## src/rtl/acc_alu_pkg.sv

```systemverilog
package acc_alu_pkg;
  localparam int WINDOW = 8;
  localparam int OFFSET_W = $clog2(WINDOW);

  typedef enum logic [OFFSET_W-1:0] {
    OP_LOAD = 3'd0,
    OP_AND  = 3'd1,
    OP_OR   = 3'd2,
    OP_XOR  = 3'd3,
    OP_ADD  = 3'd4,
    OP_ADC  = 3'd5,
    OP_SUB  = 3'd6,
    OP_SBB  = 3'd7
  } aluOp_e;

  typedef struct packed {
    logic   commit;
    aluOp_e op;
  } aluStrobe_t;
endpackage

```

## src/rtl/accAluCtrl.sv

```systemverilog
module accAluCtrl
  import acc_alu_pkg::*;
#(
  parameter int ADDR_W = 8,
  parameter logic [ADDR_W-1:0] BASE_ADDR = 8'h20
) (
  input  logic [ADDR_W-1:0] addr,
  input  logic              wrEn,
  output aluStrobe_t        strobe
);
  logic [ADDR_W-1:0] relAddr;
  logic              inWindow;

  always_comb begin
    relAddr  = addr - BASE_ADDR;
    inWindow = (addr >= BASE_ADDR) && (relAddr < ADDR_W'(WINDOW));
    strobe.commit = wrEn && inWindow;
    strobe.op     = aluOp_e'(relAddr[OFFSET_W-1:0]);
  end
endmodule

```

## src/rtl/accAluPath.sv

```systemverilog
module accAluPath
  import acc_alu_pkg::*;
#(
  parameter int DATA_W = 16
) (
  input  logic              clk,
  input  logic              rst_n,
  input  aluStrobe_t        strobe,
  input  logic [DATA_W-1:0] operand,
  output logic [DATA_W-1:0] acc,
  output logic              carry,
  output logic              zero
);
  logic [DATA_W:0]   addFull;
  logic [DATA_W:0]   subFull;
  logic [DATA_W-1:0] nextAcc;
  logic              nextCarry;
  logic              carryIn;

  always_comb begin
    carryIn   = (strobe.op == OP_ADC || strobe.op == OP_SBB) ? carry : 1'b0;
    addFull   = {1'b0, acc} + {1'b0, operand} + {{DATA_W{1'b0}}, carryIn};
    subFull   = {1'b0, acc} - {1'b0, operand} - {{DATA_W{1'b0}}, carryIn};
    nextAcc   = acc;
    nextCarry = carry;
    unique case (strobe.op)
      OP_LOAD: nextAcc = operand;
      OP_AND:  nextAcc = acc & operand;
      OP_OR:   nextAcc = acc | operand;
      OP_XOR:  nextAcc = acc ^ operand;
      OP_ADD, OP_ADC: begin
        nextAcc   = addFull[DATA_W-1:0];
        nextCarry = addFull[DATA_W];
      end
      OP_SUB, OP_SBB: begin
        nextAcc   = subFull[DATA_W-1:0];
        nextCarry = subFull[DATA_W];
      end
      default: nextAcc = acc;
    endcase
  end

  always_ff @(posedge clk or negedge rst_n) begin
    if (!rst_n) begin
      acc   <= '0;
      carry <= 1'b0;
      zero  <= 1'b0;
    end else if (strobe.commit) begin
      acc   <= nextAcc;
      carry <= nextCarry;
      zero  <= (nextAcc == '0);
    end
  end

  p_idle_hold_r10: assert property (@(posedge clk) disable iff (!rst_n)
    !strobe.commit |=> ($stable(acc) && $stable(carry) && $stable(zero)));

  p_load_copy_r2: assert property (@(posedge clk) disable iff (!rst_n)
    (strobe.commit && strobe.op == OP_LOAD) |=> (acc == $past(operand)));

  p_zero_track_r8: assert property (@(posedge clk) disable iff (!rst_n)
    strobe.commit |=> (zero == (acc == '0)));

  p_logic_carry_r9: assert property (@(posedge clk) disable iff (!rst_n)
    (strobe.commit && !strobe.op[OFFSET_W-1]) |=> $stable(carry));
endmodule

```

## src/rtl/accWindowAlu.sv

```systemverilog
module accWindowAlu
  import acc_alu_pkg::*;
#(
  parameter int DATA_W = 16,
  parameter int ADDR_W = 8,
  parameter logic [ADDR_W-1:0] BASE_ADDR = 8'h20
) (
  input  logic              clk,
  input  logic              rst_n,
  input  logic [ADDR_W-1:0] addr,
  input  logic              wrEn,
  input  logic [DATA_W-1:0] wrData,
  output logic [DATA_W-1:0] rdData,
  output logic              zeroFlag,
  output logic              carryFlag
);
  aluStrobe_t strobe;
  logic [DATA_W-1:0] accQ;

  accAluCtrl #(.ADDR_W(ADDR_W), .BASE_ADDR(BASE_ADDR)) i_ctrl (
    .addr(addr), .wrEn(wrEn), .strobe(strobe)
  );

  accAluPath #(.DATA_W(DATA_W)) i_path (
    .clk(clk), .rst_n(rst_n), .strobe(strobe), .operand(wrData),
    .acc(accQ), .carry(carryFlag), .zero(zeroFlag)
  );

  assign rdData = accQ;
endmodule

```

## config.mk

```make
export PLATFORM = sky130hd
export DESIGN_NAME = accWindowAlu
export DESIGN_NICKNAME = d
export VERILOG_FILES = /design/src/rtl/acc_alu_pkg.sv /design/src/rtl/accAluCtrl.sv /design/src/rtl/accAluPath.sv /design/src/rtl/accWindowAlu.sv
export SDC_FILE = /design/constraint.sdc
export NUM_CORES = 1
export LEC_CHECK = 0
export BUFFER_PORTS_ARGS = -buffer_cell sky130_fd_sc_hd__buf_2
export CAP_MARGIN = 40
export CORE_MARGIN = 4
export CORE_UTILIZATION = 60
export DETAILED_ROUTE_END_ITERATION = 12
export PLACE_DENSITY = 0.82
export SYNTH_ARGS = -nofsm -noshare
export SYNTH_HDL_FRONTEND = slang
export SYNTH_SLANG_ARGS = --single-unit
```

## constraint.sdc

```tcl
create_clock -name clk -period 3.55 [get_ports clk]
set_clock_uncertainty 0.05 [all_clocks]
set_input_delay 0.355 -clock clk [delete_from_list [all_inputs] [get_ports clk]]
set_output_delay 0.355 -clock clk [all_outputs]
set_load 0.02 [all_outputs]
```

Word-level counts from Yosys, hierarchy flattened. Index checks and enable logic that the tools add are counted.

Flip-flop bits (word level): 18. Latch bits: 0. Memory bits (writable): 0. Memory bits (read-only): 0. Output and inout port bits: 18. Memories kept: 0.

Add/subtract/negate cells: 5. Multipliers: 0. Div/mod/pow operators: 0. Magnitude comparators: 2. Eq/ne operators: 7. Shifts and indexed selects: 0. Mux-type cells: 3. Bitwise gates (word level): 3. Reductions and logical operators: 9.

Operators with widths (count): case mux 16 bit (6 select lines) (1); adder 16 x 16 -> 17 bit (1); adder 17 x 1 -> 17 bit (1); subtractor 16 x 16 -> 17 bit (1); subtractor 17 x 1 -> 17 bit (1); AND 16 bit (1); logical NOT 16 bit (1); OR 16 bit (1); bitwise XOR 16 bit (1); equality test 3 bit (second input constant) (4); >= comparator 8 x 6 -> 1 bit (second input constant) (1); < comparator 8 x 4 -> 1 bit (second input constant) (1); subtractor 8 x 6 -> 8 bit (second input constant) (1); equality test 3 x 2 -> 1 bit (second input constant) (2); OR reduction 2 bit (2); equality test 3 x 1 -> 1 bit (second input constant) (1); logical NOT 3 bit (1); logical AND 1 bit (2); case mux 1 bit (2 select lines) (1); AND reduction 2 bit (1); nonzero test 2 bit (1); logical OR 1 bit (1); two-way mux 1 bit (1).

Depth between registers and ports, before layout. Gate-level depths: netlist of the first run.

Depth in word-level cells: 7. Gate-level depth with buffers: 17. Depth with buffers taken out: 14.

Modules after synthesis. Synthesis of the first run repeated with hierarchy kept, for this count alone.

Cell total of the unflattened synthesis: 432. Area total of the unflattened synthesis: 3578.4 sq um.

By module, submodules not included: accAluPath (times used 1, cells each 423, area an instance 3505.9 sq um, seq. area each 450.4 sq um); accAluCtrl (times used 1, cells each 9, area an instance 72.6 sq um, seq. area each 0.0 sq um).

Least setup slack after synthesis of the first run. OpenSTA, ideal clock, no wires.

Path type: input port to flip-flop. Start: input addr[2]. End: register i_path.zero. Setup time: 0.066 ns. Data arrival time: 3.760 ns. Path slack: -0.326 ns. Stages: 17. Cells stage by stage: clkbuf_1 > clkbuf_1 > clkbuf_1 > nand3_1 > inv_1 > fa_1 > inv_1 > ha_1 > o21ai_0 > a311oi_1 > a31oi_1 > mux2i_1 > o32ai_2 > o2111ai_1 > nor4_2 > o2111ai_1 > nand2_1.

Cells in the longest elaborated chain, start to end: 7.

Ends and longest elaborated chain: from (decl) (line accWindowAlu.sv:10) `input logic [ADDR_W-1:0] addr,`; subtractor 8 x 6 -> 8 bit (line accAluCtrl.sv:15) `relAddr = addr - BASE_ADDR;`; equality test 3 bit (line accAluPath.sv:21, accAluPath.sv:26); logical OR 1 bit (line accAluPath.sv:21) `carryIn = (strobe.op == OP_ADC || strobe.op == OP_SBB) ? carry : 1'b0;`; two-way mux 1 bit (line accAluPath.sv:21); subtractor 17 x 1 -> 17 bit / adder 17 x 1 -> 17 bit (equally long branches) (line accAluPath.sv:23, accAluPath.sv:22); case mux 16 bit (6 select lines) (line accAluPath.sv:26) `unique case (strobe.op)`; logical NOT 16 bit (line accAluPath.sv:51) `zero <= (nextAcc == '0);`; to (signal assigned) (line accAluPath.sv:51); to (decl) (line accAluPath.sv:12) `output logic zero`.

Several ways; a longest one is shown, not always the timed one. A chain may end at the register's enable or synchronous reset.

Final worst setup path of the first run.
Start: register i_path.carry. End: register i_path.carry.

Cells in the longest elaborated chain, start to end: 3.

Ends and longest elaborated chain: from (decl) (line accAluPath.sv:11) `output logic carry,`; from (signal assigned) (line accAluPath.sv:50) `carry <= nextCarry;`; two-way mux 1 bit * (line accAluPath.sv:21); subtractor 17 x 1 -> 17 bit / adder 17 x 1 -> 17 bit (equally long branches) (line accAluPath.sv:23, accAluPath.sv:22); case mux 1 bit (2 select lines) * (line accAluPath.sv:26).

Mark *: on every way between the ends. The rest lies on a longest branch, timed or not.

==> qor.txt, run 1 <==
ROUTE
------------------------------------------------------------------------------
Vias                                                                      3719
Number of vias per cell after detailed routing                           6.490
TritonRoute pass-1 iters                                                     5
Violation count after the first detailed-route iteration                   366
Antenna violation net count after detailed routing                           0
Final routed wire length divided by cell count                        18.58 um
Routed wire length                                                    10.65 mm
DRC violation count after routing                                            0

TIMING
------------------------------------------------------------------------------
Setup repair after global routing missed its margin                         no
Fmax achieved                                                        291.2 MHz
Post-Route Hold Slack                                                0.4569 ns
Transition at the pin with the smallest max-transition slack         0.6214 ns
Min cycle time layout                                                 3.434 ns
Headroom to the max-slew limit                                          58.57%
Setup TNS                                                                 0 ns
Count of final setup violators                                               0
Slew Viols, Final                                                            0
Final hold vios                                                              0
Period utilization                                                      96.73%

SYNTH
------------------------------------------------------------------------------
Count of synthesis-stage warnings from yosys                                 0
Synthesized area divided by synthesized cell count                  8.013 um^2
Area leader, netlist                                              sky130_fd_sc_hd__ha_1
Dominant register cell in the synthesized netlist                 sky130_fd_sc_hd__dfrtp_1
Number of enable-type register cells in the synthesized netlist              0
Net count after synthesis                                                  547
Async set or reset register ratio after synthesis                       100.0%
Seq cells post-synth                                                        18
Top-area cell type share of the netlist area                            21.72%
Cells taking the most area after synthesis                        sky130_fd_sc_hd__ha_1 (22%), sky130_fd_sc_hd__dfrtp_1 (12%), sky130_fd_sc_hd__inv_1 (6.5%)
Register area share after synthesis                                     12.41%
Unique cell type count in the Yosys netlist                                 67
Commonest cells post-synth                                        sky130_fd_sc_hd__ha_1 (63), sky130_fd_sc_hd__inv_1 (63), sky130_fd_sc_hd__nand2_1 (33), sky130_fd_sc_hd__a21oi_1 (21), sky130_fd_sc_hd__nor2_1 (20)
Number of instances in the synthesized netlist                             453
Mapped cell area                                                  0.003630 mm^2

FINISH
------------------------------------------------------------------------------
Area overhead of the layout relative to synthesis                       11.69%
Fraction of layout instances using a drive strength above 1             17.67%
Final nets                                                                 593
Final core utilization                                                  68.88%
Final standard cell area without fillers                          0.004054 mm^2
Number of diodes added for antenna fixing                                    0

POWER AND IR DROP
------------------------------------------------------------------------------
Cell-internal power                                                 0.001200 W
Sequential power share                                                   14.0%
Comb power frac                                                          78.9%
Sw Share                                                                52.98%
P_leak                                                                2.022 nW
Cell area power density                                           629.6 mW/mm^2
Largest vdd supply drop                                              0.3990 mV
Clock power frac                                                          7.1%
Net Switching                                                       0.001352 W

CLOCKING
------------------------------------------------------------------------------
Number of CTS-inserted buffers                                               3
Cell at the root of the clock tree                                sky130_fd_sc_hd__clkbuf_8
Max clock buf depth                                                          2
TritonCTS clock tree                                                     built
Clock Pin Slew Worst Setup and Hold Paths                              0.08 ns
Clock insertion delay at the later pin of the skew report              0.26 ns
Clk sink count                                                              18
# H-tree levels                                                              1

CRITICAL PATH
------------------------------------------------------------------------------
Worst setup SP type                                                       flop
Critical path data required time                                       3.71 ns
Arrival time at the worst endpoint                                     3.59 ns
Kind of capture point of the worst setup path                             flop
Type of the worst setup path                                        reg -> reg
Worst-path maximum fanout                                                    4

WORST HOLD PATH
------------------------------------------------------------------------------
Worst hold path class                                                in -> reg

FLOORPLANNING
------------------------------------------------------------------------------
Starting Density                                                        61.67%
Core area                                                         0.005886 mm^2
# IOs                                                                       45
Die H                                                                 85.78 um
Count of standard-cell rows                                                 28
Die Wd                                                                85.78 um
Floorplan die area                                                0.007358 mm^2

PLACE
------------------------------------------------------------------------------
Final GP Congestion                                                      1.015
Port bufs                                                                   44
Placed standard-cell area                                         0.003979 mm^2
HPWL Detailed                                                         8.204 mm

GRT
------------------------------------------------------------------------------
Maximum number of pins on one net before global-route repair                31
GRT Resource Usage Total                                                29.93%
Global-route wire length before repair                                17.48 mm
Initial antenna violation count                                              0
Vias in the first global route                                            3520
Global-route congestion overflow total                                       0

OUTCOME
------------------------------------------------------------------------------
Result of the run                                                 finished clean

FLOW RUN
------------------------------------------------------------------------------
Max Cap Violations                                                           0

[power groups by stage]
| stage | Sequential (W) | Combinational (W) | Clock (W) |
|---|---|---|---|
| final | 0.000358 | 0.00201 | 0.000180 |
| after global routing | 0.000369 | 0.00221 | 0.000194 |
| after CTS | 0.000354 | 0.00196 | 0.000181 |
| after detailed placement | 0.000358 | 0.00194 | 0 |
| after global placement | 0.000351 | 0.00189 | 0 |
| after floorplan | 0.000415 | 0.00139 | 0 |
[final cells by class]
| type | instances | area, um^2 |
|---|---|---|
| repair buffers | 61 | 350.3 |
| flip-flops and latches | 18 | 451.7 |
| fillers | 485 | 1832 |
| well taps | 75 | 93.84 |
| clock buffers | 4 | 55.05 |
| multi-input cells | 352 | 2867 |
| inverters | 63 | 236.5 |
[cell families (layout without fill, tap and decap cells)]
kind of cell | after synthesis | count (layout) | synth area share [%]
and+or+nand+nor | 128 | 128 | 18.06
buffers and inverters | 83 | 128 | 9.031
muxes | 20 | 20 | 7.032
xor gates and xnor gates | 11 | 11 | 2.654
DFF | 18 | 18 | 12.41
adders and majority gates | 67 | 67 | 23.92
AOI/OAI and AO/OA | 126 | 126 | 26.89
[repair_timing]
action / CTS / global route
setup buffers: 0 / 0
gates resized for setup: 0 / 4
endpoints found under the setup margin: 0 / 2
hold buffers: 1 / 0
endpoints found under the hold margin: 18 / 0
[path summary, 6_finish.rpt]
check / from / endpoint / slack, ns / cells after the start
max in group asynchronous: rst_n / i_path.acc[0] / 2.60 / 2
max: i_path.carry / i_path.carry / 0.12 / 13
min in group asynchronous: rst_n / i_path.acc[15] / 0.51 / 2
min: wrData[7] / i_path.acc[7] / 0.46 / 3
max reg2reg: i_path.carry / i_path.carry / 0.12 / 13
min reg2reg: i_path.carry / i_path.carry / 0.47 / 1
[flip-flops by register name, indices dropped and copies added, names as in the netlist]
name / cells
i_path.zero: 1
i_path.acc: 16
i_path.carry: 1
[placed cells by master (no fill, tap or decap), drive strengths merged, types with 4 or more instances in the layout]
cell type | synthesis | layout
nor2b | 9 | 9
mux2i | 12 | 12
inv | 63 | 63
a211o | 6 | 6
dfrtp | 18 | 18
a31oi | 7 | 7
a21oi | 21 | 21
or3 | 6 | 6
nor3 | 18 | 18
o32ai | 6 | 6
nand2 | 33 | 33
xnor2 | 7 | 7
nand2b | 6 | 6
ha | 63 | 63
o31ai | 5 | 5
a221oi | 8 | 8
mux4 | 4 | 4
nor4 | 6 | 6
clkbuf | 11 | 4
o21a | 6 | 6
a211oi | 6 | 6
mux2 | 4 | 4
a21o | 7 | 7
nor2 | 20 | 20
o21ai | 19 | 19
o31a | 5 | 5
and3 | 4 | 4
fa | 4 | 4
xor2 | 4 | 4
buf | 9 | 60
nand3 | 13 | 13
[routing by layer]
metal  part of all wire (%)  global-route usage (%)  vias up
met2                     43                   44.56      222
met3                     12                   4.995       24
met4                    2.7                   9.353        0
met5                      0                       0        -
met1                     42                   44.06     1739
li1                       -                       -     1734
[worst max-delay path: stages, from the launching register on]
cell and delay, ns:
sky130_fd_sc_hd__dfrtp_1 0.37, sky130_fd_sc_hd__nand3_1 0.16, sky130_fd_sc_hd__fa_1 0.45, sky130_fd_sc_hd__fa_1 0.44, sky130_fd_sc_hd__o211ai_2 0.20, sky130_fd_sc_hd__a21boi_1 0.13
sky130_fd_sc_hd__nor3_1 0.32, sky130_fd_sc_hd__o31ai_1 0.12, sky130_fd_sc_hd__buf_4 0.17, sky130_fd_sc_hd__a21oi_1 0.14, sky130_fd_sc_hd__o21bai_1 0.08, sky130_fd_sc_hd__xor2_1 0.16
sky130_fd_sc_hd__a211oi_1 0.45, sky130_fd_sc_hd__a21o_1 0.14
[metrics by stage]
stage          worst slack (ns)  total power, W  cells
2_1_floorplan           0.01723        0.001802    453
3_3_place_gp             0.1275        0.002241    568
3_5_place_dp            0.07663        0.002298    568
4_1_cts                  0.1405        0.002494    573
5_1_grt             0.000005995        0.002772    573
6_report                 0.1160        0.002552    573
(Power assumes the default switching activity.)
==> run 2, diff against run 1 <==
- PLACE_DENSITY: 0.82 -> 0.92
==> qor.txt, run 2 (synthesized netlist as in run 1, its figures left out) <==
OUTCOME
---------------------------------------------------------------------------
Result of the run                                              finished clean

TIMING
---------------------------------------------------------------------------
Post-Route Hold Slack                                             0.4417 ns   -0.01528 ns
Slew Viols, Final                                                         0   unchanged
Min cycle time layout                                              3.411 ns   -0.02297 ns
Headroom to the max-slew limit                                       50.37%   -8.2 points
Transition at the pin with the smallest max-transition slack      0.7430 ns   +0.1215 ns
Fmax achieved                                                     293.2 MHz   +0.67%
Count of final setup violators                                            0   unchanged
Final hold vios                                                           0   unchanged
Period utilization                                                   96.09%   -0.65 points

CLOCKING
---------------------------------------------------------------------------
# H-tree levels                                                           1   unchanged
Max clock buf depth                                                       2   unchanged
TritonCTS clock tree                                                  built
Clk sink count                                                           18   unchanged
Cell at the root of the clock tree                             sky130_fd_sc_hd__clkbuf_8
Clock insertion delay at the later pin of the skew report           0.28 ns   +0.02 ns
Clock Pin Slew Worst Setup and Hold Paths                           0.09 ns   about the same
Number of CTS-inserted buffers                                            3   unchanged

FLOORPLANNING
---------------------------------------------------------------------------
Count of standard-cell rows                                              28   unchanged
Floorplan die area                                             0.007358 mm^2   unchanged
Core area                                                      0.005886 mm^2   unchanged
Starting Density                                                     61.67%   unchanged
Die H                                                              85.78 um   unchanged
# IOs                                                                    45   unchanged
Die Wd                                                             85.78 um   unchanged

ROUTE
---------------------------------------------------------------------------
TritonRoute pass-1 iters                                                  7   +2
Number of vias per cell after detailed routing                        6.772   +4.3%
Routed wire length                                                 11.14 mm   +4.6%
Final routed wire length divided by cell count                     19.54 um   +5.1%
Antenna violation net count after detailed routing                        0   unchanged
Vias                                                                   3860   +3.8%
Violation count after the first detailed-route iteration                419   +14%
DRC violation count after routing                                         0   unchanged

POWER AND IR DROP
---------------------------------------------------------------------------
Post-layout power                                                0.002622 W   +2.7%
Comb power frac                                                       79.4%   +0.5 points
Net Switching                                                    0.001418 W   +4.8%
Clock power frac                                                       7.4%   +0.3 points
Sw Share                                                             54.07%   +1.1 points
Largest vdd supply drop                                           0.4567 mV   +14%
Sequential power share                                                13.2%   -0.8 points
P_leak                                                             2.009 nW   -0.64%
Cell area power density                                        648.1 mW/mm^2   +2.9%
Cell-internal power                                              0.001205 W   +0.37%

GRT
---------------------------------------------------------------------------
Global-route wire length before repair                             18.09 mm   +3.5%
Initial antenna violation count                                           0   unchanged
Maximum number of pins on one net before global-route repair             31   unchanged
GRT Resource Usage Total                                             30.74%   +0.82 points
Vias in the first global route                                         3809   +8.2%
Global-route congestion overflow total                                    0   unchanged

FINISH
---------------------------------------------------------------------------
Most flops, register                                             i_path.acc
Final standard cell area without fillers                       0.004046 mm^2   -0.19%
Number of diodes added for antenna fixing                                 0   unchanged
Count of fill cells added during filler insertion                       458   -5.6%
Commonest cells after routing, fill and taps aside             sky130_fd_sc_hd__inv_1 (63), sky130_fd_sc_hd__ha_1 (63), sky130_fd_sc_hd__buf_2 (44), sky130_fd_sc_hd__nand2_1 (33), sky130_fd_sc_hd__a21oi_1 (21)
Combined flip-flop and latch cell area                           450.4 um^2   -0.28%
Area of the multi-input gates                                  0.002883 mm^2   +0.57%
Fraction of layout instances using a drive strength above 1          17.98%   +0.31 points
Registers with the highest flip-flop counts                    i_path.acc (16), i_path.carry (1), i_path.zero (1)
Max reg flops                                                            16   unchanged
Final nets                                                              590   -0.51%
Area overhead of the layout relative to synthesis                    11.48%

FLOW RUN
---------------------------------------------------------------------------
Max Cap Violations                                                        0   unchanged

CRITICAL PATH
---------------------------------------------------------------------------
Type of the worst setup path                                     reg -> reg
Kind of capture point of the worst setup path                          flop
Arrival time at the worst endpoint                                  3.58 ns   about the same
Worst-path maximum fanout                                                 4   unchanged
Critical path data required time                                    3.72 ns   about the same
Worst setup SP type                                                    flop

PLACE
---------------------------------------------------------------------------
Port bufs                                                                44   unchanged
Placed standard-cell area                                      0.003949 mm^2   -0.75%
HPWL Detailed                                                      8.240 mm   +0.44%
Final GP Congestion                                                   1.059   +4.3%

WORST HOLD PATH
---------------------------------------------------------------------------
Worst hold path class                                             in -> reg

[run 2: cell count changes in the layout (fill, tap and decap cells not counted), sizes merged]
cell / before / now
buf: 60 / 57
[run 2: cell type report]
class,instances,share of cell area [%]
multi-input cells,352,71.24
repair buffers,58,8.101
clock buffers,4,1.361
well taps,75,2.319
inverters,63,5.844
flip-flops and latches,18,11.13
[run 2: power by group through the flow]
stage	registers, W	clock network (W)	logic, W
final	0.000347	0.000193	0.00208
after global routing	0.000358	0.000207	0.00226
after CTS	0.000347	0.000196	0.00197
after detailed placement	0.000351	0	0.00195
after global placement	0.000344	0	0.00186
after floorplan	0.000415	0	0.00139
[run 2: worst max-delay path: stages, from the launching register on]
cell and delay [ns]:
sky130_fd_sc_hd__dfrtp_1 0.43, sky130_fd_sc_hd__nand3_1 0.16, sky130_fd_sc_hd__inv_1 0.07, sky130_fd_sc_hd__fa_1 0.54
sky130_fd_sc_hd__inv_1 0.06, sky130_fd_sc_hd__ha_1 0.22, sky130_fd_sc_hd__o21ai_2 0.22, sky130_fd_sc_hd__a311oi_2 0.19
sky130_fd_sc_hd__a211o_1 0.39, sky130_fd_sc_hd__a31oi_1 0.22, sky130_fd_sc_hd__mux2i_1 0.10, sky130_fd_sc_hd__o2111ai_1 0.24
sky130_fd_sc_hd__and4_1 0.27, sky130_fd_sc_hd__o2111ai_1 0.12, sky130_fd_sc_hd__nand2_1 0.09
[run 2: repair_timing]
| action | in CTS | in global routing |
|---|---|---|
| buffers inserted | 0 | 1 |
| gates resized for setup | 0 | 8 |
| endpoints found under the setup margin | 0 | 3 |
| hold endpoints to repair | 9 | 0 |
| hold buffers | 1 | 0 |
[run 2: final timing paths]
| kind | startpoint | endpoint | slack [ns] | cells after the start |
|---|---|---|---|---|
| setup / recovery | i_path.carry | i_path.zero | 0.14 | 14 |
| hold / removal | wrData[14] | i_path.acc[14] | 0.44 | 3 |
| setup reg to reg | i_path.carry | i_path.zero | 0.14 | 14 |
| hold reg to reg | i_path.zero | i_path.zero | 0.48 | 2 |
| max in group asynchronous | rst_n | i_path.acc[0] | 2.59 | 2 |
| min in group asynchronous | rst_n | i_path.acc[14] | 0.51 | 2 |
[run 2: routing by layer]
layer / wire length, um / share of wire, % / vias to the layer above / global-route usage, %
li1: - / - / 1733 / -
met1: 4513 / 41 / 1794 / 41.00
met2: 4989 / 45 / 274 / 48.66
met3: 1164 / 10 / 59 / 4.515
met4: 469 / 4.2 / 0 / 14.96
met5: 0 / 0 / - / 0
[run 2: metrics by stage]
stage	setup TNS [ns]	worst slack (ns)	utilization (%)	std cells
2_1_floorplan	0	0.01723	-	453
6_report	0	0.1390	68.75	570
5_1_grt	-0.05191	-0.05191	68.75	570
3_3_place_gp	0	0.1962	67.09	564
3_5_place_dp	0	0.05115	67.09	564
4_1_cts	0	0.07372	68.20	569
